<file path="config.mk">
export PLATFORM = sky130hd
export DESIGN_NAME = tdm_tx
export DESIGN_NICKNAME = d
export VERILOG_FILES = /design/src/rtl/tdm_tx_pkg.sv /design/src/rtl/tdm_tx_timing.sv /design/src/rtl/tdm_tx_shifter.sv /design/src/rtl/tdm_tx.sv
export SDC_FILE = /design/constraint.sdc
export NUM_CORES = 1
export LEC_CHECK = 0
export BUFFER_PORTS_ARGS = -buffer_cell sky130_fd_sc_hd__buf_2
export CAP_MARGIN = 20
export CELL_PAD_IN_SITES_DETAIL_PLACEMENT = 1
export CELL_PAD_IN_SITES_GLOBAL_PLACEMENT = 2
export CORE_UTILIZATION = 29
export DETAILED_ROUTE_END_ITERATION = 7
export HOLD_SLACK_MARGIN = 0.06
export PLACE_DENSITY_LB_ADDON = 0.1
export SYNTH_ARGS = -nofsm -noshare
export SYNTH_HDL_FRONTEND = slang
export SYNTH_SLANG_ARGS = --single-unit
</file>
<file path="constraint.sdc">
create_clock -name clk_i -period 2 [get_ports clk_i]
set_input_delay 0.5 -clock clk_i [delete_from_list [all_inputs] [get_ports clk_i]]
set_output_delay 0.5 -clock clk_i [all_outputs]
set_load 0.02 [all_outputs]
</file>
<file path="src/rtl/tdm_tx_pkg.sv">
package tdm_tx_pkg;
  typedef enum logic [1:0] {
    MODE_2M  = 2'd0,
    MODE_4M  = 2'd1,
    MODE_8M  = 2'd2,
    MODE_SUB = 2'd3
  } tx_mode_e;
endpackage

</file>
<file path="src/rtl/tdm_tx_timing.sv">
module tdm_tx_timing
  import tdm_tx_pkg::*;
#(
  parameter int unsigned MAX_CH   = 128,
  parameter int unsigned BYTE_W   = 8,
  parameter int unsigned SUB_W    = 2,
  parameter int unsigned BASE_DIV = 8,
  localparam int unsigned CH_W    = $clog2(MAX_CH),
  localparam int unsigned BIT_W   = $clog2(BYTE_W),
  localparam int unsigned DIV_W   = $clog2(BASE_DIV)
) (
  input  logic            clk_i,
  input  logic            rst_ni,
  input  logic            frame_i,
  input  tx_mode_e        mode_i,
  output logic            load_o,
  output logic            shift_o,
  output logic            sub_next_o,
  output logic [CH_W-1:0] ch_next_o,
  output logic            req_vld_o
);
  logic             synced_q;
  tx_mode_e         mode_q;
  logic [DIV_W-1:0] div_q, div_last;
  logic [BIT_W-1:0] bit_q, bit_last;
  logic [CH_W-1:0]  ch_q, ch_last;
  logic             tick, slot_end, ch_wrap;

  always_comb begin
    unique case (mode_q)
      MODE_2M: begin
        div_last = DIV_W'(BASE_DIV - 1);
        bit_last = BIT_W'(BYTE_W - 1);
        ch_last  = CH_W'(MAX_CH / 4 - 1);
      end
      MODE_4M: begin
        div_last = DIV_W'(BASE_DIV / 2 - 1);
        bit_last = BIT_W'(BYTE_W - 1);
        ch_last  = CH_W'(MAX_CH / 2 - 1);
      end
      MODE_8M: begin
        div_last = DIV_W'(BASE_DIV / 4 - 1);
        bit_last = BIT_W'(BYTE_W - 1);
        ch_last  = CH_W'(MAX_CH - 1);
      end
      default: begin
        div_last = DIV_W'(BASE_DIV - 1);
        bit_last = BIT_W'(SUB_W - 1);
        ch_last  = CH_W'(MAX_CH - 1);
      end
    endcase
  end

  assign tick       = synced_q && (div_q == div_last);
  assign slot_end   = tick && (bit_q == bit_last);
  assign ch_wrap    = (ch_q == ch_last);
  assign load_o     = frame_i || slot_end;
  assign shift_o    = tick && !slot_end && !frame_i;
  assign sub_next_o = frame_i ? (mode_i == MODE_SUB) : (mode_q == MODE_SUB);
  assign ch_next_o  = (!synced_q || ch_wrap) ? '0 : CH_W'(ch_q + 1'b1);
  assign req_vld_o  = synced_q && (bit_q == bit_last);

  always_ff @(posedge clk_i or negedge rst_ni) begin
    if (!rst_ni) begin
      synced_q <= 1'b0;
      mode_q   <= MODE_2M;
      div_q    <= '0;
      bit_q    <= '0;
      ch_q     <= '0;
    end else begin
      if (frame_i) begin
        synced_q <= 1'b1;
        mode_q   <= mode_i;
      end
      if (load_o) begin
        div_q <= '0;
        bit_q <= '0;
        ch_q  <= frame_i ? '0 : ch_next_o;
      end else if (tick) begin
        div_q <= '0;
        bit_q <= BIT_W'(bit_q + 1'b1);
      end else if (synced_q) begin
        div_q <= DIV_W'(div_q + 1'b1);
      end
    end
  end
endmodule

</file>
<file path="src/rtl/tdm_tx_shifter.sv">
module tdm_tx_shifter #(
  parameter int unsigned BYTE_W = 8,
  parameter int unsigned SUB_W  = 2
) (
  input  logic              clk_i,
  input  logic              rst_ni,
  input  logic              load_i,
  input  logic              shift_i,
  input  logic              sub_i,
  input  logic [BYTE_W-1:0] data_i,
  input  logic              en_i,
  output logic              ser_o,
  output logic              oe_o
);
  logic [BYTE_W-1:0] sh_q, load_val;

  // sub-rate bits are left-aligned so the MSB tap serves both formats
  assign load_val = sub_i ? {data_i[SUB_W-1:0], {(BYTE_W-SUB_W){1'b0}}} : data_i;

  always_ff @(posedge clk_i or negedge rst_ni) begin
    if (!rst_ni) begin
      sh_q <= '0;
      oe_o <= 1'b0;
    end else if (load_i) begin
      sh_q <= load_val;
      oe_o <= en_i;
    end else if (shift_i) begin
      sh_q <= {sh_q[BYTE_W-2:0], 1'b0};
    end
  end

  assign ser_o = sh_q[BYTE_W-1];
endmodule

</file>
<file path="src/rtl/tdm_tx.sv">
module tdm_tx
  import tdm_tx_pkg::*;
#(
  parameter int unsigned MAX_CH   = 128,
  parameter int unsigned BYTE_W   = 8,
  parameter int unsigned SUB_W    = 2,
  parameter int unsigned BASE_DIV = 8,
  localparam int unsigned CH_W    = $clog2(MAX_CH)
) (
  input  logic              clk_i,
  input  logic              rst_ni,
  input  logic              frame_i,
  input  logic [1:0]        mode_i,
  input  logic [BYTE_W-1:0] data_i,
  input  logic              en_i,
  output logic [CH_W-1:0]   ch_req_o,
  output logic              ch_req_vld_o,
  output logic              ser_o,
  output logic              ser_oe_o
);
  logic load, shift, sub_next;

  tdm_tx_timing #(
    .MAX_CH(MAX_CH), .BYTE_W(BYTE_W), .SUB_W(SUB_W), .BASE_DIV(BASE_DIV)
  ) i_timing (
    .clk_i      (clk_i),
    .rst_ni     (rst_ni),
    .frame_i    (frame_i),
    .mode_i     (tx_mode_e'(mode_i)),
    .load_o     (load),
    .shift_o    (shift),
    .sub_next_o (sub_next),
    .ch_next_o  (ch_req_o),
    .req_vld_o  (ch_req_vld_o)
  );

  tdm_tx_shifter #(.BYTE_W(BYTE_W), .SUB_W(SUB_W)) i_shifter (
    .clk_i   (clk_i),
    .rst_ni  (rst_ni),
    .load_i  (load),
    .shift_i (shift),
    .sub_i   (sub_next),
    .data_i  (data_i),
    .en_i    (en_i),
    .ser_o   (ser_o),
    .oe_o    (ser_oe_o)
  );
endmodule

</file>
==> Yosys cells after proc, flatten, opt, wreduce, memory -nomap -nowiden <==
Index checks and enable logic that the tools add are counted.
{ "word_totals": {"regBits": 25, "inputBits": 14} }
{ "op_classes": {"n_mux": 14, "eq_ne": 7, "n_reduce_logical": 15, "add_sub_neg": 3} }
{ "ops": {"columns": ["op", "n"], "rows": [
  ["$mux 8", 3],
  ["$mux 3", 6],
  ["$mux 7", 2],
  ["$pmux 7 s2", 1],
  ["$add 7x1->7 const B", 1],
  ["$eq 7x7->1", 1],
  ["$add 3x1->3 const B", 2],
  ["$eq 2x2->1 const B", 3],
  ["$eq 3x3->1", 2],
  ["$pmux 3 s2", 1],
  ["$logic_and 1x1->1", 5],
  ["$reduce_bool 2->1", 2],
  ["$logic_not 1->1", 3],
  ["$reduce_bool 3->1", 1],
  ["$reduce_or 3->1", 1],
  ["$eq 2x1->1 const B", 1],
  ["$logic_not 2->1", 1],
  ["$logic_or 1x1->1", 2],
  ["$mux 1", 1]
]} }

==> Logic depth before layout (Yosys ltp) <==
Gate-level depths: netlist of the first run.
{ "logic_depth": {"word_depth": 10, "ltp_mapped": 8, "mapped_depth_nobuf": 6} }

==> Hierarchy <==
A second synthesis of the first run with hierarchy kept.
{ "unflattened": {"cells_unflattened": 157, "area_unflattened_um2": 1572.8} }
{ "modules_own_cells": {"columns": ["mod", "instances", "seq_area_each_um2", "cells_per_inst", "area_each_um2"], "rows": [
  ["tdm_tx_timing", 1, 400.4, 124, 1127.3],
  ["tdm_tx_shifter", 1, 225.2, 33, 445.4]
]} }

==> Least setup slack after synthesis of the first run <==
No wires, ideal clock.
{ "synth_path": {"path_kind": "reg-to-output", "from": "register i_timing.mode_q[1]", "to": "output ch_req_vld_o", "path_slack_ps": -1, "arrival_time_ps": 1501, "path_buffers": 2, "stages_incl_launch_ff": 7, "path_cell_list": "dfrtp_1 -> ha_1 -> and4b_1 -> nor2_1 -> buf_2 -> buf_2 -> nor2_1"} }
{ "synth_via": {"elab_chain_cells": 5, "word_cells_on_any_way": 7, "cone_classes": "3 x eq/ne; 1 x mux; 3 x reduce/logical"} }
{ "synth_rtl": {"columns": ["item", "line_no", "source"], "rows": [
  ["start: declaration", "tdm_tx_timing.sv:23", "tx_mode_e mode_q;"],
  ["start signal: assignment", "tdm_tx_timing.sv:73", "mode_q <= mode_i;"],
  ["$eq 2x2->1 (tied with other cells)", "tdm_tx_timing.sv:30", "unique case (mode_q)"],
  ["$reduce_or 3->1 (no line) *", null, null],
  ["$mux 3 *", "tdm_tx_timing.sv:30", null],
  ["$eq 3x3->1 *", "tdm_tx_timing.sv:61", "assign req_vld_o = synced_q && (bit_q == bit_last);"],
  ["$logic_and 1x1->1 *", "tdm_tx_timing.sv:61", null],
  ["end: declaration", "tdm_tx.sv:17", "output logic ch_req_vld_o,"]
]} }
Every way passes the cells marked *; elsewhere a longest branch is shown, timed or not.

==> Final worst setup path of the first run <==
{ "layout_path": {"from": "register i_timing.mode_q[0]", "to": "output ch_req_o[6]"} }
{ "layout_via": {"elab_chain_cells": 5, "word_cells_on_any_way": 6, "cone_classes": "2 x eq/ne; 2 x mux; 2 x reduce/logical"} }
{ "layout_rtl": {"columns": ["item", "line_no", "source"], "rows": [
  ["$eq 2x1->1 or $logic_not 2->1 (tied branches)", "tdm_tx_timing.sv:30", null],
  ["$pmux 7 s2 *", "tdm_tx_timing.sv:30", null],
  ["$eq 7x7->1 *", "tdm_tx_timing.sv:56", "assign ch_wrap = (ch_q == ch_last);"],
  ["$logic_or 1x1->1 *", "tdm_tx_timing.sv:60", "assign ch_next_o = (!synced_q || ch_wrap) ? '0 : CH_W'(ch_q + 1'b1);"],
  ["$mux 7 *", "tdm_tx_timing.sv:60", null],
  ["end: declaration", "tdm_tx.sv:16", "output logic [CH_W-1:0] ch_req_o,"]
]} }
Marks and branches as above.

==> reports/metrics.csv, run 1 <==
stage,metric,value,unit
run_status,status,"complete, but fails checks",
run_status,failing checks,negative setup slack,
yosys,asr flop ratio synth,100,%
yosys,synth warn,0,
sta,relative max-transition margin,60.4,%
drt,first-pass detailed-route iteration total,4,
sta,Tcrit/Tclk final,106,%
sta,maximum clock rate,0.472,GHz
place,post-DP HPWL,3160,um
global_routing,initial antenna violation count,0,
die,DIE HEIGHT,74.7,um
sta,fin crit period,2120,ps
clock_tree,clk slew on worst S/H paths,90,ps
drt,Via density,4.94,
power,peak supply drop,0.215,mV
global_routing,first-pass GRT wire length,6970,um
clock_tree,Max Root-Sink Buffers,2,
yosys,"Net Count, Synth",185,
sta,Setup WS post-layout,-120,ps
finish,cell area after layout,2110,um2
clock_tree,root buffer cell,clkbuf_8,
global_routing,most used routing layer in global routing,met2,
sta,Max Slew Vio Count,0,
finish,layout cells sized above 1,39.4,%
drt,drc violations,0,
clock_tree,H-tree depth,1,
sta,setup_tns,-630,ps
global_routing,M2 GR Usage,30.8,%
clock_tree,hold buffers post-CTS,0,
yosys,"FF+latch count, synth",25,
finish,ant diodes,0,
worst_setup_path,critical path data arrival time,1620,ps
clock_tree,clk_lat worst skew,270,ps
finish,# nets final,234,
place,Post-DP Area,1810,um2
clock_tree,TritonCTS Sinks,25,
finish,Area growth syn-to-layout,37.7,%
die,core area,5110,um2
yosys,post-synth top area cell,dfrtp_1,
die,Initial Util,30.0,%
place,Cells after DPL,264,
worst_setup_path,worst-path fanout max,5,
drt,WL/cell,15.5,um
die,row cnt,26,
global_routing,largest net degree at the start of global routing,26,
worst_setup_path,Worst setup startpoint,i_timing.mode_q[0],
finish,Layout Cells excl Fill,283,
power,P_leak,0.941,nW
power,Power per Cell Area,549,nW/um2
yosys,sequential area share after synthesis,40.8,%
yosys,Post-Syn Area,1530,um2
yosys,number of synthesized flops with an enable pin,0,
place,PortBufs,23,
global_routing,M3 GR Usage,2.14,%
global_routing,global route overflow,0,
sta,hold_ws,224,ps
drt,post-route ant nets,0,
global_routing,GRT Util Overall,17.0,%
sta,unrepaired setup endpoints after global routing,true,
die,Top-Level Pins,24,
worst_setup_path,worst r2r src,i_timing.mode_q[1],
drt,via count,1397,
die,die area,5580,um2
yosys,top cell type's share of synthesized area,40.8,%
drt,1st-iter DRT viols,37,
clock_tree,total CTS buffers,3,
global_routing,vias in the first global route,1438,
sta,worst-margin pin slew,594,ps
worst_setup_path,Crit. End Element,output pin,
worst_setup_path,WP data required,1500,ps
die,die width,74.7,um
yosys,leading post-synthesis cells by cell area,"dfrtp_1 41%, ha_1 4.9%, nand2_1 4.4%",
sta,Setup Skew,3.52,ps
drt,DRT Wirelength,4390,um
clock_tree,CTS tree,done,
yosys,ys flop type,dfrtp_1,
yosys,Cell variety after synth,42,
worst_setup_path,Startpoint Class,flop,
finish,fill count,611,
yosys,"Avg Cell Area, Syn",9.30,um2
sta,Hold Fails Final Rpt,0,
job,# Max-Cap Violations,0,
place,Placer Congestion,0.720,
sta,final setup fails,6,
worst_setup_path,CP Class,flop to output pin,
yosys,Mapped Cells,165,
worst_hold_path,Hold/Removal Path Class,primary input to asynchronous set/reset pin,
global_routing,met1 Use GR,21.0,%
## metal layers
metal,vias up,part of all wire [%]
met1,691,46
met5,-,0
met2,15,52
met3,2,1.6
met4,0,0.71
li1,689,-
## Yosys cell counts, types with 2 or more instances
cell type	n
nand2_1	18
a21oi_1	8
xor2_1	4
o21ai_0	2
nand4b_1	2
o221ai_1	2
buf_2	7
dfrtp_1	25
nand3b_1	2
and2_1	2
mux2i_1	2
or4_1	2
nor3_1	2
nor2_1	10
nor2b_1	5
o21ai_1	11
a31oi_1	4
inv_1	3
and3_1	2
xnor2_1	6
ha_1	6
nand3_1	8
a32oi_1	5
clkbuf_1	3
o31ai_1	2
nand4_1	6
## cells by family after synthesis
kind of cell / Yosys count / share of synthesized area [%]
and+or+nand+nor: 65 / 22.9
AOI/OAI and AO/OA: 39 / 17.6
DFF: 25 / 40.8
buffers and inverters: 16 / 4.97
xor gates and xnor gates: 11 / 6.77
adders and majority gates: 6 / 4.89
muxes: 3 / 2.04
## registers in the layout, summed over array words and instances, names as in the netlist
name,count
i_timing.div_q,3
i_timing.synced_q,1
i_shifter.oe_o,1
i_shifter.sh_q,8
i_timing.bit_q,3
i_timing.ch_q,7
i_timing.mode_q,2
## worst paths after layout
check	depth (start not counted)	slack, ps	to
worst max-delay path	6	-120	ch_req_o[6]
min in group clk_i	2	440	i_shifter.oe_o
worst min register to register	2	490	i_shifter.sh_q[0]
worst min-delay path	1	220	i_timing.div_q[0]
worst max register to register	6	40	i_timing.ch_q[6]
max in group asynchronous	1	1360	i_timing.ch_q[2]
## what timing repair did
item | 4_1_cts | 5_1_grt
resized for setup | 25 | 11
buffers inserted | 13 | 3
endpoints found under the setup margin | 9 | 13
hold endpoints to repair | 0 | 0
cloned | 0 | 0
pin swaps | 10 | 4
## cell usage in the layout (no fill, tap or decap), drive strengths merged, types with 2 or more instances in the layout
cell,instances
a21oi,9
a31oi,5
a32oi,5
and2,2
and3,2
and4,2
buf,56
clkbuf,4
dfrtp,25
ha,6
inv,3
mux2i,2
nand2,18
nand3,8
nand3b,2
nand4,6
nand4b,2
nor2,10
nor2b,5
nor3,2
o21ai,13
o221ai,2
o31ai,2
or2,2
or4,2
xnor2,6
xor2,5
## critical path, cell delays in order, from the launching register on
cell	delay (ps)
dfrtp_1	400
inv_2	80
ha_4	180
xor2_4	190
a31o_4	250
a21oi_2	120
buf_6	130
## through the flow
stage	setup slack, ps	total power, mW	utilization [%]
2_1_floorplan	52.0	0.729	-
3_3_place_gp	44.2	0.817	35.5
3_5_place_dp	-27.5	0.823	35.5
4_1_cts	-134	1.17	40.3
5_1_grt	-203	1.22	41.4
6_report	-120	1.16	41.4
## where the power goes
| group | internal [mW] | switching (mW) |
|---|---|---|
| clock network | 0.143 | 0.168 |
| registers | 0.546 | 0.0331 |
| logic | 0.125 | 0.144 |
## layout make-up
type	instances	area (um2)	share of cell area (%)
inverter	4	15.0	0.711
sequential	25	628	29.7
clock buffer	4	45.0	2.13
tap	70	87.6	4.15
multi-input combinational	124	933	44.2
timing repair buffer	56	403	19.1
No activity file was read; power rests on OpenSTA's default activity.
==> inputs of run 2 (changes only) <==
Settings changed: SETUP_SLACK_MARGIN from default to 0.15.
Clock period 2 ns to 1.75 ns, I/O delays scaled along.
==> run 2 against run 1 <==
Effect of this change: the run still ends with negative setup slack left; flip-flop and latch count is the same; utilization grew 7.9 points; total power grew 32%; register-to-register slack lost 210 ps; via count grew 6.7%; clock skew shrank 0.70 ps; die area is the same; first-iteration DRC count shrank 22%; final cell count grew 3.9%; sequential share of layout area shrank 4.8 points; worst setup slack lost 210 ps; non-clock buffer count grew 11.
==> reports/metrics.csv, run 2 (synthesized netlist as in run 1, its figures left out) <==
stage,metric,value,unit
run_status,status,"complete, but fails checks",
run_status,failing checks,negative setup slack,
global_routing,largest net degree at the start of global routing,26,
worst_setup_path,worst r2r src,i_timing.mode_q[0],
die,row cnt,26,
drt,drc violations,0,
worst_setup_path,Crit. End Element,output pin,
worst_setup_path,Worst setup startpoint,i_timing.mode_q[0],
power,Power per Cell Area,608,nW/um2
finish,area of the multi-input gates,1150,um2
worst_setup_path,worst reg-to-reg path cell count,9,
worst_setup_path,Startpoint Class,flop,
drt,DRT Wirelength,5200,um
sta,final setup fails,26,
die,die area,5580,um2
finish,fill count,578,
worst_setup_path,critical path data arrival time,1640,ps
drt,first-pass detailed-route iteration total,4,
sta,maximum clock rate,0.482,GHz
power,clock network power share,24.8,%
place,Placer Congestion,0.761,
finish,ant diodes,0,
finish,"most common cell after layout, fill and taps aside",buf_4,
worst_setup_path,CP Class,flop to output pin,
sta,relative max-transition margin,58.3,%
clock_tree,Max Root-Sink Buffers,2,
clock_tree,TritonCTS Sinks,25,
power,P_leak,1.07,nW
drt,Via density,5.07,
worst_setup_path,R2R Setup Slk,-170,ps
power,Psw,496,uW
place,Post-Place Setup Slack,-218,ps
worst_setup_path,Critical-path top delay cell,dfrtp_1,
drt,WL/cell,17.7,um
power,Flop pwr share,44.1,%
global_routing,GRT Util Overall,19.5,%
power,Switching Fraction,32.5,%
place,Post-DP Area,1980,um2
power,Logic pwr share,31.1,%
drt,post-route ant nets,0,
sta,Max Slew Vio Count,0,
worst_setup_path,cell breakdown of the critical path,inv_2 > ha_4 > xor2_4 > a31o_4 > a21oi_2 > buf_6,
drt,1st-iter DRT viols,29,
finish,max FFs per register,8,
finish,cell area after layout,2510,um2
sta,unrepaired setup endpoints after global routing,true,
sta,Setup WS post-layout,-326,ps
global_routing,vias in the first global route,1559,
finish,"commonest cells after routing, fill and taps aside","30 x buf_4, 24 x dfrtp_1, 17 x buf_6, 16 x nand2_1, 15 x buf_2",
clock_tree,clk slew on worst S/H paths,100,ps
place,PortBufs,23,
die,Initial Util,30.0,%
finish,Area growth syn-to-layout,63.9,%
die,DIE HEIGHT,74.7,um
sta,Setup Skew,2.82,ps
finish,layout cells sized above 1,54.9,%
clock_tree,root buffer cell,clkbuf_8,
sta,hold_ws,162,ps
power,Pwr Total,1.53,mW
clock_tree,H-tree depth,1,
place,post-DP HPWL,3540,um
finish,# nets final,245,
sta,Tcrit/Tclk final,119,%
finish,Biggest register,i_shifter.sh_q,
die,Top-Level Pins,24,
power,peak supply drop,0.332,mV
global_routing,global route overflow,0,
finish,Largest regs,"i_shifter.sh_q: 8 flops, i_timing.ch_q: 7 flops",
job,# Max-Cap Violations,0,
worst_setup_path,worst-path fanout max,6,
sta,Hold Fails Final Rpt,0,
clock_tree,clk_lat worst skew,280,ps
clock_tree,total CTS buffers,3,
clock_tree,CTS tree,done,
worst_setup_path,WP data required,1310,ps
worst_setup_path,Critical R2R Capture,i_shifter.sh_q[2],
worst_hold_path,Hold/Removal Path Class,primary input to asynchronous set/reset pin,
finish,register area,627,um2
global_routing,initial antenna violation count,0,
die,core area,5110,um2
die,die width,74.7,um
sta,fin crit period,2080,ps
drt,via count,1491,
worst_setup_path,CP max stage delay,400,ps
power,cell internal pwr,1.03,mW
sta,worst-margin pin slew,625,ps
global_routing,first-pass GRT wire length,8000,um
-- run 2: cell count changes in the layout (fill, tap and decap cells not counted), sizes merged --
| cell | previous run | this run |
|---|---|---|
| buf | 56 | 67 |
| clkinvlp | 0 | 1 |
| clkbuf | 4 | 3 |
-- run 2: how the worst max path moves through the flow --
stage,endpoint,slack [ps]
after floorplan,i_timing.ch_q[6],-80
after global placement,i_timing.ch_q[5],-110
after detailed placement,i_timing.ch_q[6],-220
after CTS,ch_req_o[1],-340
after global routing,ch_req_o[6],-390
final,ch_req_o[6],-330
-- run 2: power by group through the flow --
stage	Sequential, mW	Clock (mW)	Combinational, mW
finish	0.673	0.380	0.476
global placement	0.668	0	0.307
global route	0.681	0.408	0.512
CTS	0.664	0.392	0.399
floorplan	0.669	0	0.186
detailed placement	0.672	0	0.319
-- run 2: metrics by stage --
step	std cells	TNS, ps	utilization (%)
after floorplan	165	-252	-
after global placement	278	-1290	38.8
after detailed placement	278	-3090	38.8
after CTS	287	-3710	44.8
after global routing	294	-5740	49.2
final	294	-3710	49.2
-- run 2: routing by layer --
layer | routed length, um | GRT usage, % | share of wire, %
met1 | 2160 | 23.6 | 41
met2 | 2920 | 36.4 | 56
met3 | 78 | 2.41 | 1.5
met4 | 49 | 5.03 | 0.94
met5 | 0 | 0 | 0
-- run 2: critical path: cells and delay by family (launching register included) --
family | cells | cell delay [ps]
flip-flops | 1 | 400
XOR/XNOR | 1 | 160
AO/OA/AOI/OAI | 2 | 400
adder cells (fa/ha/maj) | 1 | 180
buffers and inverters | 2 | 210
-- run 2: what timing repair did --
action,4_1_cts,5_1_grt
endpoints found under the setup margin,28,29
buffers inserted,4,7
cloned,1,0
pin swaps,32,10
gates resized for setup,49,27
hold buffers,0,0
-- run 2: final cells by class --
type / count / area share [%]
Multi-Input combinational cell: 124 / 45.6
Inverter: 4 / 0.597
Timing Repair Buffer: 67 / 23.4
Clock inverter: 1 / 0.299
Sequential cell: 25 / 24.9
Tap cell: 70 / 3.48
Clock buffer: 3 / 1.64
==> inputs of run 3 (changes only) <==
Settings changed: ABC_AREA from default to 1.
==> run 3 against run 2 <==
Effect of this change: the flow still finishes with violations (negative setup slack); final area fell by 7.5%; sequential power fell by 0.6%; global-route usage fell by 2.1 points; sequential share of layout area rose by 2.0 points; clock power fell by 5.3%; via count fell by 0.13%; critical endpoint is now ch_req_o[4]; fmax rose by 3.4%; flip-flop and latch count did not move.
==> reports/metrics.csv, run 3 <==
stage,metric,value,unit
worst_setup_path,Startpoint Class,flop,
place,PortBufs,23,
place,Post-Place Setup Slack,-43.4,ps
drt,1st-iter DRT viols,34,
clock_tree,hold buffers post-CTS,0,
finish,Biggest register,i_shifter.sh_q,
die,row cnt,26,
yosys,"Avg Cell Area, Syn",7.71,um2
worst_setup_path,CP max stage delay,430,ps
clock_tree,H-tree depth,1,
sta,Tcrit/Tclk final,115,%
yosys,post-synth top area cell,dfrtp_1,
worst_setup_path,cell breakdown of the critical path,ha_4 > nand3_4 > nor2_4 > buf_4 > nor2_1 > nand2_1 > inv_1 > buf_2,
clock_tree,clk_lat worst skew,270,ps
sta,setup_tns,-2470,ps
worst_setup_path,WP data required,1310,ps
sta,Max Slew Vio Count,0,
finish,Largest regs,"i_shifter.sh_q: 8 flops, i_timing.ch_q: 7 flops",
die,Initial Util,30.3,%
power,Pwr Total,1.42,mW
yosys,"Net Count, Synth",222,
clock_tree,TritonCTS Sinks,25,
sta,worst-margin pin slew,600,ps
sta,Setup WS post-layout,-257,ps
finish,fill count,625,
global_routing,GRT Util Overall,17.4,%
sta,final setup fails,24,
finish,max FFs per register,8,
worst_setup_path,R2R Setup Slk,-100,ps
yosys,leading post-synthesis cells by cell area,"dfrtp_1 40%, nand2_1 15%, nand3_1 8.4%",
finish,Area growth syn-to-layout,49.5,%
yosys,Post-Syn Area,1560,um2
sta,unrepaired setup endpoints after global routing,true,
drt,WL/cell,13.9,um
global_routing,vias in the first global route,1557,
finish,area of the multi-input gates,1130,um2
drt,first-pass detailed-route iteration total,4,
worst_setup_path,critical path data arrival time,1570,ps
yosys,Post-synth top cells,"64 x nand2_1, 26 x nand3_1, 25 x dfrtp_1",
place,post-DP HPWL,2940,um
die,DIE HEIGHT,75.3,um
yosys,number of synthesized flops with an enable pin,0,
die,core area,5140,um2
worst_setup_path,worst-path fanout max,4,
finish,Final Core Density,45.3,%
job,# Max-Cap Violations,0,
yosys,Cell variety after synth,24,
yosys,ys flop type,dfrtp_1,
yosys,Mapped Cells,202,
global_routing,largest net degree at the start of global routing,26,
finish,"commonest cells after routing, fill and taps aside","49 x nand2_1, 25 x dfrtp_1, 18 x buf_2, 17 x nand3_1, 15 x inv_1",
sta,relative max-transition margin,60.0,%
clock_tree,root buffer cell,clkbuf_8,
drt,post-route ant nets,0,
power,P_leak,1.14,nW
sta,Setup Skew,2.69,ps
finish,"most common cell after layout, fill and taps aside",nand2_1,
worst_setup_path,WP buf/inv,3,
die,Top-Level Pins,24,
worst_setup_path,kind of cell adding the most delay to the critical path,flip-flops,
worst_hold_path,Hold/Removal Path Class,primary input to asynchronous set/reset pin,
yosys,"FF+latch count, synth",25,
global_routing,first-pass GRT wire length,7270,um
drt,via count,1489,
worst_setup_path,Crit. End Element,output pin,
run_status,status,"complete, but fails checks",
clock_tree,CTS tree,done,
finish,ant diodes,0,
yosys,asr flop ratio synth,100,%
yosys,top cell type's share of synthesized area,40.2,%
finish,layout cells sized above 1,46.8,%
yosys,most common cell in the netlist,nand2_1,
worst_setup_path,worst r2r src,i_timing.mode_q[0],
sta,maximum clock rate,0.498,GHz
drt,Via density,4.68,
die,die area,5660,um2
clock_tree,clk slew on worst S/H paths,90,ps
finish,# nets final,269,
run_status,failing checks,negative setup slack,
global_routing,global route overflow,0,
clock_tree,total CTS buffers,3,
yosys,synth warn,0,
worst_setup_path,worst reg-to-reg path cell count,13,
sta,fin crit period,2010,ps
finish,register area,626,um2
drt,drc violations,0,
worst_setup_path,CP Class,flop to output pin,
yosys,sequential area share after synthesis,40.2,%
die,die width,75.3,um
worst_setup_path,Critical R2R Capture,i_shifter.sh_q[2],
clock_tree,Max Root-Sink Buffers,2,
sta,Hold Fails Final Rpt,0,
global_routing,initial antenna violation count,0,
worst_setup_path,Critical-path top delay cell,dfrtp_1,
drt,DRT Wirelength,4430,um
place,Placer Congestion,0.792,
power,Power per Cell Area,612,nW/um2
power,peak supply drop,0.292,mV
-- run 3: report_power, final --
group | internal [mW] | switching, mW
clock | 0.163 | 0.197
combinational | 0.168 | 0.228
sequential | 0.627 | 0.0422
total | 0.958 | 0.467
-- run 3: metrics by stage --
stage / hold WS [ps] / std cells / area (um2)
global route: 203 / 318 / 2330
CTS: 181 / 315 / 2110
global placement: 451 / 299 / 1790
finish: 163 / 318 / 2330
detailed placement: 476 / 299 / 1790
floorplan: 142 / 202 / 1560
-- run 3: worst max path at each step --
stage / startpoint / end / slack, ps / cells after the start
after floorplan: i_timing.mode_q[0] / ch_req_o[5] / 90 / 6
after global placement: i_timing.ch_q[0] / ch_req_o[6] / 30 / 7
after detailed placement: i_timing.mode_q[0] / ch_req_o[6] / -40 / 7
after CTS: i_timing.ch_q[0] / ch_req_o[5] / -250 / 7
after global routing: i_timing.ch_q[0] / ch_req_o[3] / -350 / 7
final: i_timing.ch_q[0] / ch_req_o[4] / -260 / 8
-- run 3: area by class of cell --
class / instances / share of cell area [%]
Clock buffer: 4 / 1.94
Inverter: 23 / 4.14
Sequential cell: 25 / 26.9
Timing Repair Buffer: 44 / 14.7
Tap cell: 70 / 3.76
Multi-Input combinational cell: 152 / 48.6
-- run 3: worst reg2reg max path, stage by stage, from the launching register on --
cell	delay, ps
dfrtp_1	400
inv_2	70
buf_6	110
buf_6	100
buf_6	110
ha_4	160
nand2_2	60
nand2_2	60
nor2_4	120
nand2_4	100
nand2_8	170
buf_8	160
nand3b_1	80
nand3_1	100
-- run 3: repair_timing --
action | 4_1_cts | 5_1_grt
gates resized for setup | 43 | 48
endpoints found under the hold margin | 0 | 0
endpoints found under the setup margin | 27 | 30
cloned | 2 | 0
pin swaps | 10 | 31
buffers inserted | 10 | 3
-- run 3: cells by family (layout without fill, tap and decap cells) --
logic type | count (synthesis) | in the layout | synth area share, %
simple gates | 128 | 130 | 40.1
buf+inv | 27 | 71 | 7.96
flops | 25 | 25 | 40.2
compound gates | 11 | 11 | 4.10
fa+ha+maj | 6 | 6 | 4.82
xor+xnor | 5 | 5 | 2.81
-- run 3: metal layers --
metal / share of wire (%) / GRT usage, % / vias up / wire [um]
met3: 2.1 / 2.81 / 4 / 94
met4: 0.93 / 4.32 / 0 / 41
met2: 55 / 33.3 / 18 / 2430
met1: 42 / 20.2 / 739 / 1860
met5: 0 / 0 / - / 0
li1: - / - / 728 / -
